$ cat src/rtl/requant_pkg.sv
package requant_pkg;

   typedef enum logic [2:0] {
      QM_TRN_NEG  = 3'd0,
      QM_TRN_ZERO = 3'd1,
      QM_RND_POS  = 3'd2,
      QM_RND_ZERO = 3'd3,
      QM_RND_NEG  = 3'd4,
      QM_RND_AWAY = 3'd5,
      QM_RND_EVEN = 3'd6
   } qmode_e;

   typedef enum logic [2:0] {
      OM_WRAP     = 3'd0,
      OM_SAT      = 3'd1,
      OM_SAT_ZERO = 3'd2,
      OM_SAT_SYM  = 3'd3,
      OM_WRAP_SM  = 3'd4
   } omode_e;

   function automatic qmode_e decode_qmode(input logic [2:0] code);
      qmode_e m;
      if (code == 3'd7) m = QM_TRN_NEG;
      else              m = qmode_e'(code);
      return m;
   endfunction

   function automatic omode_e decode_omode(input logic [2:0] code);
      omode_e m;
      if (code > 3'd4) m = OM_WRAP;
      else             m = omode_e'(code);
      return m;
   endfunction

endpackage

$ cat src/rtl/requant_round.sv
module requant_round
   import requant_pkg::*;
#(
   parameter int IN_W   = 16,
   parameter int DROP   = 4,
   parameter bit SIGNED = 1'b1,
   localparam int QW    = IN_W + 2 - DROP
) (
   input  logic [IN_W-1:0]      din,
   input  qmode_e               mode,
   output logic signed [QW-1:0] q
);

   // one guard bit so unsigned values stay non-negative in signed arithmetic
   logic [IN_W:0] ext;
   assign ext = {(SIGNED ? din[IN_W-1] : 1'b0), din};

   generate
      if (DROP == 0) begin : g_pass
         assign q = signed'({ext[IN_W], ext});
      end else begin : g_drop
         localparam int TW = IN_W + 1 - DROP;
         logic [TW-1:0]   kept;
         logic [DROP-1:0] lost;
         logic            half;
         logic            above;
         logic            neg;
         logic            inexact;
         logic            bump;

         assign kept    = ext[IN_W:DROP];
         assign lost    = ext[DROP-1:0];
         assign half    = lost[DROP-1];
         assign neg     = ext[IN_W];
         assign inexact = |lost;

         if (DROP > 1) begin : g_below
            assign above = |lost[DROP-2:0];
         end else begin : g_nobelow
            assign above = 1'b0;
         end

         always_comb begin
            bump = 1'b0;
            unique case (mode)
               QM_TRN_NEG:  bump = 1'b0;
               QM_TRN_ZERO: bump = neg & inexact;
               QM_RND_POS:  bump = half;
               QM_RND_ZERO: bump = neg ? half : (half & above);
               QM_RND_NEG:  bump = half & above;
               QM_RND_AWAY: bump = neg ? (half & above) : half;
               QM_RND_EVEN: bump = half & (above | kept[0]);
               default:     bump = 1'b0;
            endcase
         end

         assign q = signed'({kept[TW-1], kept}) + signed'({{(QW-1){1'b0}}, bump});
      end
   endgenerate

endmodule

$ cat src/rtl/requant_limit.sv
module requant_limit
   import requant_pkg::*;
#(
   parameter int QW     = 14,
   parameter int OUT_W  = 8,
   parameter bit SIGNED = 1'b1
) (
   input  logic signed [QW-1:0] q,
   input  omode_e               mode,
   output logic [OUT_W-1:0]     y,
   output logic                 ovf
);

   localparam int EXT = QW - OUT_W;
   localparam logic [OUT_W-1:0] HI_B = SIGNED ? {1'b0, {(OUT_W-1){1'b1}}} : {OUT_W{1'b1}};
   localparam logic [OUT_W-1:0] LO_B = SIGNED ? {1'b1, {(OUT_W-1){1'b0}}} : {OUT_W{1'b0}};
   localparam logic signed [QW-1:0] HI_Q = {{EXT{1'b0}}, HI_B};
   localparam logic signed [QW-1:0] LO_Q = SIGNED ? {{EXT{1'b1}}, LO_B} : {QW{1'b0}};
   localparam logic signed [QW-1:0] SYM_Q = -HI_Q;

   logic             above_hi;
   logic             below_lo;
   logic [OUT_W-1:0] wrapped;
   logic [OUT_W-1:0] sat_v;
   logic [OUT_W-1:0] sym_v;
   logic [OUT_W-1:0] sm_v;

   assign above_hi = q > HI_Q;
   assign below_lo = q < LO_Q;
   assign ovf      = above_hi | below_lo;
   assign wrapped  = q[OUT_W-1:0];
   assign sat_v    = above_hi ? HI_B : (below_lo ? LO_B : wrapped);

   generate
      if (SIGNED) begin : g_signed
         logic below_sym;
         assign below_sym = q < SYM_Q;
         assign sym_v = above_hi ? HI_B : (below_sym ? SYM_Q[OUT_W-1:0] : wrapped);
         assign sm_v  = (wrapped[OUT_W-1] != q[QW-1]) ? ~wrapped : wrapped;
      end else begin : g_unsigned
         assign sym_v = sat_v;
         assign sm_v  = wrapped;
      end
   endgenerate

   always_comb begin
      y = wrapped;
      unique case (mode)
         OM_WRAP:     y = wrapped;
         OM_SAT:      y = sat_v;
         OM_SAT_ZERO: y = ovf ? {OUT_W{1'b0}} : wrapped;
         OM_SAT_SYM:  y = sym_v;
         OM_WRAP_SM:  y = sm_v;
         default:     y = wrapped;
      endcase
   end

endmodule

$ cat src/rtl/requant_unit.sv
module requant_unit
   import requant_pkg::*;
#(
   parameter int IN_W   = 16,
   parameter int IN_I   = 8,
   parameter int OUT_W  = 8,
   parameter int OUT_I  = 4,
   parameter bit SIGNED = 1'b1
) (
   input  logic             clk,
   input  logic             rst,
   input  logic             in_valid,
   input  logic [IN_W-1:0]  in_data,
   input  logic [2:0]       q_mode,
   input  logic [2:0]       o_mode,
   output logic             out_valid,
   output logic [OUT_W-1:0] out_data,
   output logic             out_ovf
);

   localparam int IN_F  = IN_W - IN_I;
   localparam int OUT_F = OUT_W - OUT_I;
   localparam int DROP  = IN_F - OUT_F;
   localparam int QW    = IN_W + 2 - DROP;

   generate
      if (OUT_W < 2 || IN_W < OUT_W) begin : g_bad_width
         $error("requant_unit: widths must satisfy 2 <= OUT_W <= IN_W");
      end
      if (DROP < 0) begin : g_bad_frac
         $error("requant_unit: output may not have more fractional bits than input");
      end
      if (IN_I < OUT_I) begin : g_bad_int
         $error("requant_unit: output may not have more integer bits than input");
      end
   endgenerate

   qmode_e           qm;
   omode_e           om;
   logic [QW-1:0]    rounded;
   logic [OUT_W-1:0] limited;
   logic             range_err;

   assign qm = decode_qmode(q_mode);
   assign om = decode_omode(o_mode);

   requant_round #(
      .IN_W   (IN_W),
      .DROP   (DROP),
      .SIGNED (SIGNED)
   ) u_round (
      .din  (in_data),
      .mode (qm),
      .q    (rounded)
   );

   requant_limit #(
      .QW     (QW),
      .OUT_W  (OUT_W),
      .SIGNED (SIGNED)
   ) u_limit (
      .q    (rounded),
      .mode (om),
      .y    (limited),
      .ovf  (range_err)
   );

   always_ff @(posedge clk) begin
      if (rst) begin
         out_valid <= 1'b0;
         out_data  <= '0;
         out_ovf   <= 1'b0;
      end else begin
         out_valid <= in_valid;
         if (in_valid) begin
            out_data <= limited;
            out_ovf  <= range_err;
         end
      end
   end

endmodule

$ cat config.mk
export PLATFORM = sky130hd
export DESIGN_NAME = requant_unit
export DESIGN_NICKNAME = d
export VERILOG_FILES = /design/src/rtl/requant_pkg.sv /design/src/rtl/requant_round.sv /design/src/rtl/requant_limit.sv /design/src/rtl/requant_unit.sv
export SDC_FILE = /design/constraint.sdc
export NUM_CORES = 1
export LEC_CHECK = 0
export BUFFER_PORTS_ARGS = -buffer_cell sky130_fd_sc_hd__buf_2
export CORE_UTILIZATION = 25
export CTS_CLUSTER_DIAMETER = 30
export CTS_CLUSTER_SIZE = 12
export DETAILED_ROUTE_END_ITERATION = 7
export PLACE_DENSITY = 0.51
export SYNTH_ARGS = -nofsm -noshare
export SYNTH_HDL_FRONTEND = slang
export SYNTH_SLANG_ARGS = --single-unit
$ cat constraint.sdc
create_clock -name clk -period 8.4 [get_ports clk]
set_input_delay 1.26 -clock clk [delete_from_list [all_inputs] [get_ports clk]]
set_output_delay 1.26 -clock clk [all_outputs]
set_load 0.1 [all_outputs]
-- After elaboration in Yosys (flattened, before gate mapping)
Index checks and enable logic that the tools add are counted.
- flip-flop bits (word level): 10
- input bits: 25
- output and inout port bits: 10
- logic and storage cells: 40
- $add $sub $neg: 1
- magnitude comparators: 4
- eq/ne operators: 12
- muxes and demuxes: 12
- bitwise logic cells: 6
- reductions and logical operators: 2
- operators by type and width (operator ; count):
    2-to-1 mux 8 bit ; 6
    one-hot mux 8 bit (4 select lines) ; 1
    less-than comparator 13 x 8 -> 1 bit (second input constant) ; 2
    equality test 3 bit (second input constant) ; 5
    adder 12 x 2 -> 13 bit ; 1
    greater-than comparator 13 x 8 -> 1 bit (second input constant) ; 1
    equality test 3 x 2 -> 1 bit (second input constant) ; 4
    NOT 8 bit ; 1
    equality test 3 x 1 -> 1 bit (second input constant) ; 2
    2-to-1 mux 3 bit ; 2
    one-hot mux 1 bit (6 select lines) ; 1
    OR reduction 4 bit ; 1
    AND 1 bit ; 3
    greater-than comparator 3 bit (second input constant) ; 1
    OR reduction 3 bit ; 1
    2-to-1 mux 1 bit ; 2
    bitwise OR 1 bit ; 2
    inequality test 1 bit ; 1

-- Logic depth before layout (Yosys ltp)
Gate-level depths: netlist of the first run.
- depth in word-level cells: 9
- gate-level depth with buffers: 16
- mapped depth without buffers: 15

-- Modules after synthesis
A second synthesis of the first run with hierarchy kept.
- cells, all modules: 127
- area total of the unflattened synthesis: 1013.5 µm²
- by module, submodules not included (module ; instances ; cells an instance ; area each (µm²) ; seq. area each (µm²)):
    requant_unit ; 1 ; 37 ; 389.1 ; 200.2
    requant_limit ; 1 ; 49 ; 326.6 ; 0.0
    requant_round ; 1 ; 41 ; 297.8 ; 0.0

-- Worst setup path before layout of the first run
OpenSTA, ideal clock, no wires.
- path kind: input to register
- start: in in_data[15]
- end: reg out_data[3]
- setup time: 0.133 ns
- data arrival time: 3.750 ns
- required time: 8.267 ns
- setup slack: 4.517 ns
- stages on the path: 15
- path buffers: 1
- path through: nor4b_1 > a31oi_1 > o21ai_0 > nand2_1 > nand2_1 > ha_1 > ha_1 > clkbuf_1 > a21oi_1 > o311ai_1 > a31oi_4 > o221ai_2 > o21ai_4 > nor3_1 > o32ai_1
- longest elaborated chain between the ends: 7
- elaborated cells between the ends (all ways): 18
- classes of those cells: 1 x add/sub; 3 x order compare; 1 x eq/ne; 10 x mux; 3 x bitwise
- RTL lines (what ; line ; source):
    start: declaration ; requant_unit.sv:13 ; input logic [IN_W-1:0] in_data,
    2-to-1 mux 1 bit, or another cell as far along ; requant_round.sv:51 ; QM_RND_AWAY: bump = neg ? (half & above) : half;
    one-hot mux 1 bit (6 select lines) ; requant_round.sv:45 ; unique case (mode)
    adder 12 x 2 -> 13 bit (*) ; requant_round.sv:57 ; assign q = signed'({kept[TW-1], kept}) + signed'({{(QW-1){1'b0}}, bump});
    less-than comparator 13 x 8 -> 1 bit, or another cell as far along ; requant_limit.sv:37 ; assign below_sym = q < SYM_Q;
    2-to-1 mux 8 bit, or another cell as far along ; requant_limit.sv:38 ; assign sym_v = above_hi ? HI_B : (below_sym ? SYM_Q[OUT_W-1:0] : wrapped);
    2-to-1 mux 8 bit (on tied branches) ; requant_limit.sv:38, requant_limit.sv:32, requant_limit.sv:51 ;
    one-hot mux 8 bit (4 select lines) (*) ; requant_limit.sv:48 ; unique case (mode)
    end signal: assignment ; requant_unit.sv:76 ; out_data <= limited;
    end: declaration ; requant_unit.sv:17 ; output logic [OUT_W-1:0] out_data,
Mark *: on every way between the ends. The rest lies on a longest branch, timed or not.
A chain may end at the register's enable or synchronous reset.

-- Worst setup path in the final report of the first run
- start: in in_data[15]
- end: reg out_data[1]
Same word-level chain as after synthesis.

==> flow_summary.yaml, run 1 <==
floorplanning:
  start_util_pct: 26.69
  die_y_um: 70.88
  core-area_um2: 4444
  pin_count: 35
  dieArea_um2: 5024
  die_w_um: 70.88
  rows: 24
drt:
  ant_nets: 0
  via_per_inst: 5.243
  first_iter_violations: 132
  wl_per_cell_um: 13.37
  drt-pass1-iter-count: 6
  drc: 0
  num_vias: 1274
  drt_wl_total_um: 3249
grt:
  grt_overflow: 0
  antenna_found_initial: 0
  grt_pass1_wl_um: 5699
  grt_pass1_vias: 1208
  grt_max_degree: 17
  track_usage_pct: 13.73
job:
  cap_viol_max_count: 0
final_layout:
  diodes: 0
  area_growth_pct: 21.41
  final.fill_count: 497
  multiInputGateArea_um2: 919.6
  layout-drive-gt1-share_pct: 24.61
  finalNetCount: 219
  final-seq-area_um2: 200.2
setup_path:
  slowest_stage: "or4b_4"
  critPathMostFrequentCell: "nand2_1"
  cp-start-kind: "input port"
  slowest_delay_ps: 520
  path_cells: "buf_2 > nor4b_1 > a31oi_1 > o21ai_0 > nand2_1 > nand2_1 > ha_1 > ha_1 > nand2_1 > or4b_4 > a31oi_4 > a21oi_2 > o21ai_4 > nor3_1 > nor4_1"
  crit_family: "simple AND/OR/NAND/NOR gates"
  worstPathRequired_ps: 8530
  path_max_fanout: 11
  critPathCaptureType: "flop"
  path_buf_inv: 1
  crit_type: "input port to flop"
  arrival_ps: 4430
clocking:
  cts.sinks: 10
  insertion_delay_ps: 230
  clkTransAtPathRegs_ps: 50
  h-tree-depth: 1
  cts_root_buffer: "clkbuf_8"
  cts_resized: 0
  cts_buffer_depth: 2
  holdBufCountCts: 0
  cts_tree: "yes"
  post_cts_buffers: 0
  cts_buffers: 3
sta:
  finalSetupTns_ps: 0
  post-route-period-util_pct: 51.18
  skew_ps: 0
  relSlewSlack_pct: 65.08
  setup_viol: 0
  final_max_slew_viol_count: 0
  max_freq_mhz: 232.6
  grt_setup_unrepaired: "no"
  period_minus_slack_ps: 4299
  worst_pin_slew_ps: 517.0
  hold_violations: 0
synth:
  yosysSeqAreaShare_pct: 16.88
  synth_area_per_cell_um2: 7.322
  async_flop_share_pct: 0
  synth-edff-count: 0
  syn_inst: 162
  ys_warn_count: 0
  synthFlopType: "dfxtp_1"
  synth_cell_types: 49
  syn_area_um2: 1186
  synth_nets: 189
  synth_seq_cells: 10
power_and_ir_drop:
  power.leakage_nw: 0.5643
  power_mw: 0.1974
  ir_drop_mv: 0.1249
  power_density_nw_per_um2: 137.1
placement:
  gp_congestion: 0.7951
  hpwl_um: 2543
  port_buffers: 34
hold_path:
  hp-class: "flop to flop"
outcome:
  status: "completed"
## flip-flops by register name, indices dropped and copies added (netlist names)
name	count
out_ovf	1
out_valid	1
out_data	8
## routing by layer
metal	global-route usage [%]	vias to the layer above	wire length, um
li1	-	670	-
met1	20.69	576	1701
met2	20.62	26	1420
met3	1.709	2	109
met4	3.333	0	17
met5	0	-	0
## final cells by class
| type | instances | area share [%] |
|---|---|---|
| multi-input combinational | 135 | 63.86 |
| sequential | 10 | 13.90 |
| tap | 52 | 4.518 |
| timing repair buffer | 34 | 11.82 |
| clock buffer | 4 | 3.823 |
| inverter | 8 | 2.085 |
## cell usage in the layout, fill, tap and decap left out, types with 3 or more instances in the layout
cell / n
buf_2: 34
nand2_1: 19
nor2_1: 16
dfxtp_1: 10
inv_1: 8
o21ai_0: 8
nand3_1: 8
nor3_1: 8
a21oi_1: 7
nand2b_1: 5
a211oi_1: 5
xor2_1: 5
o32ai_1: 4
clkbuf_8: 4
nor4b_1: 3
xnor2_1: 3
a41oi_1: 3
nor4_1: 3
a21o_1: 3
## final timing paths
| path | startpoint | end | slack (ps) | cells past startpoint |
|---|---|---|---|---|
| worst max register to register | out_data[7] | out_data[7] | 7690 | 2 |
| worst min-delay path | out_data[5] | out_data[5] | 470 | 2 |
| worst min register to register | out_data[5] | out_data[5] | 470 | 2 |
| worst max-delay path | in_data[15] | out_data[1] | 4100 | 15 |
## where the power goes
group / leakage, nW / switching [mW] / internal (mW) / total (mW)
clock network: 0.0288 / 0.0188 / 0.0412 / 0.0600
logic: 0.452 / 0.0613 / 0.0229 / 0.0842
registers: 0.0830 / 0.00175 / 0.0515 / 0.0533
## per-stage QoR
step | cell area, um^2 | util [%] | setup slack, ps | std cells | hold slack (ps)
floorplan | 1186 | - | 4517 | 162 | 904.5
detailed placement | 1385 | 31.17 | 3940 | 239 | 469.3
CTS | 1440 | 32.40 | 4145 | 243 | 477.8
global placement | 1385 | 31.17 | 3935 | 239 | 466.4
global route | 1440 | 32.40 | 3770 | 243 | 505.7
finish | 1440 | 32.40 | 4101 | 243 | 469.4
## worst reg2reg max path: stages (launching register included)
cell and delay, ps:
dfxtp_1 320, o21ai_0 70, a211oi_1 230
## cells in the mapped netlist (3+ instances only)
| cell type | instances | area (um^2) |
|---|---|---|
| o21ai_0 | 8 | 40.04 |
| nor3_1 | 8 | 40.04 |
| a211oi_1 | 5 | 37.54 |
| nor4_1 | 3 | 18.77 |
| nand2b_1 | 5 | 31.28 |
| inv_1 | 8 | 30.03 |
| xnor2_1 | 3 | 26.28 |
| a21o_1 | 3 | 22.52 |
| dfxtp_1 | 10 | 200.2 |
| nor4b_1 | 3 | 26.28 |
| a41oi_1 | 3 | 26.28 |
| xor2_1 | 5 | 43.79 |
| nand3_1 | 8 | 40.04 |
| clkbuf_1 | 7 | 26.28 |
| nor2_1 | 16 | 60.06 |
| o32ai_1 | 4 | 35.03 |
| a21oi_1 | 7 | 35.03 |
| nand2_1 | 19 | 71.32 |
## cells by family (layout without fill, tap and decap cells)
kind of cell	Yosys count	in the layout	share of synthesized area (%)
mux	3	3	2.637
fa+ha+maj	2	2	2.109
xor+xnor	9	9	7.806
compound gates	50	50	32.38
simple gates	71	71	32.60
flops	10	10	16.88
buf+inv	17	46	5.591
Note: power is estimated with default switching activity, not from simulation.
==> inputs of run 2 (changes only) <==
Clock period 8.4 ns to 4 ns, I/O delays scaled along.
==> run 2 against run 1 <==
Global-route usage fell by 0.36 points; worst setup slack got worse by 3500 ps; critical endpoint is now out_data[3]; core utilization rose by 0.17 points; count of clock-buffer cells in the layout did not move; critical path type unchanged; clock skew did not move; sequential share of layout area fell by 0.072 points; hold slack improved by 1.2 ps; first-iteration DRC count fell by 30%.
==> flow_summary.yaml, run 2 (synthesis gave the netlist of run 1 again) <==
floorplanning:
  die_w_um: 70.88
  core-area_um2: 4444
  die_y_um: 70.88
  rows: 24
  start_util_pct: 26.69
  dieArea_um2: 5024
  pin_count: 35
clocking:
  cts_root_buffer: "clkbuf_8"
  clkTransAtPathRegs_ps: 50
  holdBufCountCts: 0
  insertion_delay_ps: 230
  cts_buffer_depth: 2
  post_cts_buffers: 0
  cts_buffers: 3
  cts_resized: 0
  cts.sinks: 10
  h-tree-depth: 1
  cts_tree: "yes"
sta:
  final_max_slew_viol_count: 0
  post-route-period-util_pct: 83.81
  hold_violations: 0
  skew_ps: 0
  finalSetupTns_ps: 0
  period_minus_slack_ps: 3352
  setup_viol: 0
  max_freq_mhz: 298.3
  relSlewSlack_pct: 63.82
  worst_pin_slew_ps: 535.6
  grt_setup_unrepaired: "no"
power_and_ir_drop:
  power.leakage_nw: 0.5696
  power_density_nw_per_um2: 287.0
  ir_drop_mv: 0.2562
setup_path:
  worstPathRequired_ps: 4110
  critPathCaptureType: "flop"
  path_buf_inv: 2
  cp-start-kind: "input port"
  regToRegSetupSlack_ps: 3290
  path_max_fanout: 10
  arrival_ps: 3460
  slowest_delay_ps: 440
  path_cells: "buf_2 > nor4b_1 > a31oi_1 > o21ai_0 > nand2_1 > nand2_1 > ha_1 > ha_1 > buf_4 > a21oi_1 > o311ai_1 > a31oi_4 > a21oi_2 > o21ai_4 > nor3_1 > o32ai_1"
  slowest_stage: "o311ai_1"
  crit_family: "compound AO/OA/AOI/OAI gates"
  crit_type: "input port to flop"
placement:
  gp_congestion: 0.7824
  hpwl_um: 2533
  port_buffers: 34
final_layout:
  layout.cells.most_common: "buf_2"
  largest_register: "out_data"
  post-route-util_pct: 32.57
  reg.largest.list: "out_data (8), out_ovf (1), out_valid (1)"
  largest_reg_flops: 8
  layout-drive-gt1-share_pct: 25.00
  finalNetCount: 220
  diodes: 0
  area_growth_pct: 22.05
  final_cell_mix: "buf_2 (34), nand2_1 (19), nor2_1 (16)"
drt:
  drt-pass1-iter-count: 6
  ant_nets: 0
  num_vias: 1270
  first_iter_violations: 93
  drc: 0
  wl_per_cell_um: 13.21
  via_per_inst: 5.205
  drt_wl_total_um: 3224
grt:
  grt_pass1_wl_um: 5506
  antenna_found_initial: 0
  grt_overflow: 0
  grt_pass1_vias: 1178
  track_usage_pct: 13.37
  grt_max_degree: 17
job:
  cap_viol_max_count: 0
hold_path:
  hp-class: "flop to flop"
outcome:
  status: "completed"
-- run 2: cell types whose count changed in the layout (fill, tap and decap cells not counted) --
cell,change
buf_4,+1
-- run 2: layout make-up --
cell class | count | area, um^2
Clock buffer | 4 | 55.05
Inverter | 8 | 30.03
Sequential cell | 10 | 200.2
Multi-Input combinational cell | 135 | 919.6
Timing Repair Buffer | 35 | 177.7
Fill cell | 506 | 2997
Tap cell | 52 | 65.06
-- run 2: final timing paths --
check | from | to | cells past startpoint
setup / recovery | in_data[15] | out_data[3] | 16
hold / removal | out_data[4] | out_data[4] | 2
hold reg to reg | out_data[4] | out_data[4] | 2
setup reg to reg | out_data[7] | out_data[7] | 2
-- run 2: metal layers --
| metal | wire, um | up-vias | GRT usage [%] |
|---|---|---|---|
| met4 | 16 | 0 | 2.667 |
| met1 | 1747 | 563 | 20.16 |
| met3 | 95 | 2 | 1.994 |
| met2 | 1365 | 26 | 20.09 |
| li1 | - | 679 | - |
| met5 | 0 | - | 0 |
-- run 2: metrics by stage --
step           instances  area (um^2)  hold slack, ps  total power, mW  setup WS, ps
2_1_floorplan        162         1186           757.0           0.2479         776.9
3_3_place_gp         240         1393           465.1           0.2921         437.3
3_5_place_dp         240         1393           466.7           0.2907         395.6
4_1_cts              244         1448           478.0           0.4191         625.7
5_1_grt              244         1448           493.2           0.4418         289.9
6_report             244         1448           470.6           0.4154         647.6
-- run 2: tightest hold or removal path: cells and delay by family (launching register included) --
kind	cells	cell delay, ps
flip-flops	1	300
buffers and inverters	1	50
AO/OA/AOI/OAI	1	70
-- run 2: where the power goes --
group	internal (mW)	switching, mW	leakage, nW	total (mW)
Sequential	0.108	0.00377	0.0830	0.112
Clock	0.0866	0.0400	0.0288	0.127
Combinational	0.0485	0.128	0.458	0.177
==> inputs of run 3 (changes only) <==
Clock period 4 ns to 3.4 ns, I/O delays scaled along.
==> run 3 against run 2 <==
Sequential power increased by 18%; total power rose by 18%; register-to-register slack worse by 620 ps; clock power grew 15%; die area is the same; sequential cell count stayed put; wire length increased by 3.9%; final cell count increased by 1.2%; clock skew stayed put; critical path depth is 1 lower; hold slack better by 2.7 ps; sequential share of layout area shrank 0.21 points.
==> flow_summary.yaml, run 3 (synthesis gave the netlist of run 1 again) <==
clocking:
  cts_resized: 0
  cts.sinks: 10
  cts_tree: "yes"
  insertion_delay_ps: 230
  cts_buffer_depth: 2
  cts_buffers: 3
  cts_root_buffer: "clkbuf_8"
  clkTransAtPathRegs_ps: 50
  holdBufCountCts: 0
  h-tree-depth: 1
  post_cts_buffers: 0
sta:
  grt_setup_unrepaired: "no"
  relSlewSlack_pct: 67.72
  post-route-period-util_pct: 88.26
  max_freq_mhz: 333.2
  worst_pin_slew_ps: 487.6
  setup_viol: 0
  final_max_slew_viol_count: 0
  skew_ps: 0
  finalSetupTns_ps: 0
  hold_violations: 0
  period_minus_slack_ps: 3001
final_layout:
  largest_reg_flops: 8
  layout-drive-gt1-share_pct: 26.15
  largest_register: "out_data"
  layout.cells.most_common: "buf_2"
  area_growth_pct: 23.95
  final.fill_count: 522
  diodes: 0
  finalNetCount: 223
  reg.largest.list: "out_data (8), out_ovf (1), out_valid (1)"
  final_cell_mix: "buf_2 (34), nand2_1 (19), nor2_1 (16)"
  post-route-util_pct: 33.08
job:
  cap_viol_max_count: 0
setup_path:
  path_buf_inv: 3
  slowest_stage: "o311ai_1"
  worstPathRequired_ps: 3510
  crit_type: "input port to flop"
  arrival_ps: 3110
  cp-start-kind: "input port"
  crit_family: "compound AO/OA/AOI/OAI gates"
  path_max_fanout: 10
  path_cells: "buf_2 > inv_1 > nor4b_1 > o32ai_1 > nand2_1 > ha_1 > ha_1 > buf_4 > a21oi_1 > o311ai_1 > a31oi_4 > a21oi_2 > o21ai_4 > nor3_1 > o32ai_1"
  slowest_delay_ps: 410
  critPathCaptureType: "flop"
power_and_ir_drop:
  power.leakage_nw: 0.5843
  ir_drop_mv: 0.2140
  power_density_nw_per_um2: 334.4
grt:
  antenna_found_initial: 0
  track_usage_pct: 13.95
  grt_pass1_wl_um: 5706
  grt_overflow: 0
  grt_max_degree: 17
  grt_pass1_vias: 1226
floorplanning:
  die_w_um: 70.88
  rows: 24
  dieArea_um2: 5024
  die_y_um: 70.88
  start_util_pct: 26.69
  pin_count: 35
  core-area_um2: 4444
drt:
  drt-pass1-iter-count: 6
  via_per_inst: 5.304
  drt_wl_total_um: 3349
  num_vias: 1310
  drc: 0
  wl_per_cell_um: 13.56
  ant_nets: 0
  first_iter_violations: 131
placement:
  port_buffers: 34
  hpwl_um: 2677
  gp_congestion: 0.8532
outcome:
  status: "completed"
hold_path:
  hp-class: "flop to flop"
==> run 3: cell types whose count changed in the layout (fill, tap and decap cells not counted) <==
cell   delta
buf_4     +3
==> run 3: power breakdown <==
part           total [mW]  switching (mW)  internal, mW
Sequential          0.132         0.00421         0.127
Combinational       0.214           0.154        0.0596
Clock               0.146          0.0448         0.102
Total               0.492           0.203         0.289
==> run 3: per-layer routing <==
| layer | global-route usage (%) | up-vias | share of wire, % |
|---|---|---|---|
| met4 | 4.889 | 0 | 1.0 |
| met3 | 3.134 | 4 | 4.2 |
| li1 | - | 678 | - |
| met1 | 19.06 | 594 | 50 |
| met2 | 21.58 | 34 | 44 |
| met5 | 0 | - | 0 |
==> run 3: worst paths after layout <==
| check | endpoint | depth (start not counted) | slack (ps) | from |
|---|---|---|---|---|
| worst max-delay path | out_data[3] | 15 | 400 | q_mode[0] |
| worst min register to register | out_data[4] | 2 | 470 | out_data[4] |
| worst max register to register | out_data[7] | 2 | 2670 | out_data[7] |
| worst min-delay path | out_data[4] | 2 | 470 | out_data[4] |
==> run 3: final cells by class <==
| type | count | area, um^2 | share of cell area [%] |
|---|---|---|---|
| multi-input combinational | 135 | 919.6 | 62.55 |
| sequential | 10 | 200.2 | 13.62 |
| timing repair buffer | 38 | 200.2 | 13.62 |
| tap | 52 | 65.06 | 4.426 |
| clock buffer | 4 | 55.05 | 3.745 |
| inverter | 8 | 30.03 | 2.043 |
==> run 3: tightest hold or removal path, cell delays in order, from the launching register on <==
cell and delay [ps]:
dfxtp_1 300, inv_1 50, o32ai_1 70
==> run 3: per-stage QoR <==
stage | worst slack (ps) | total power, mW | area [um^2] | std cells | hold WS, ps
final | 399.0 | 0.4916 | 1470 | 247 | 473.3
after global routing | 128.1 | 0.5246 | 1470 | 247 | 499.1
after CTS | 398.6 | 0.4974 | 1470 | 247 | 478.0
after detailed placement | 167.1 | 0.3468 | 1415 | 243 | 470.0
after global placement | 155.3 | 0.3482 | 1415 | 243 | 466.3
after floorplan | 266.9 | 0.2916 | 1186 | 162 | 667.0
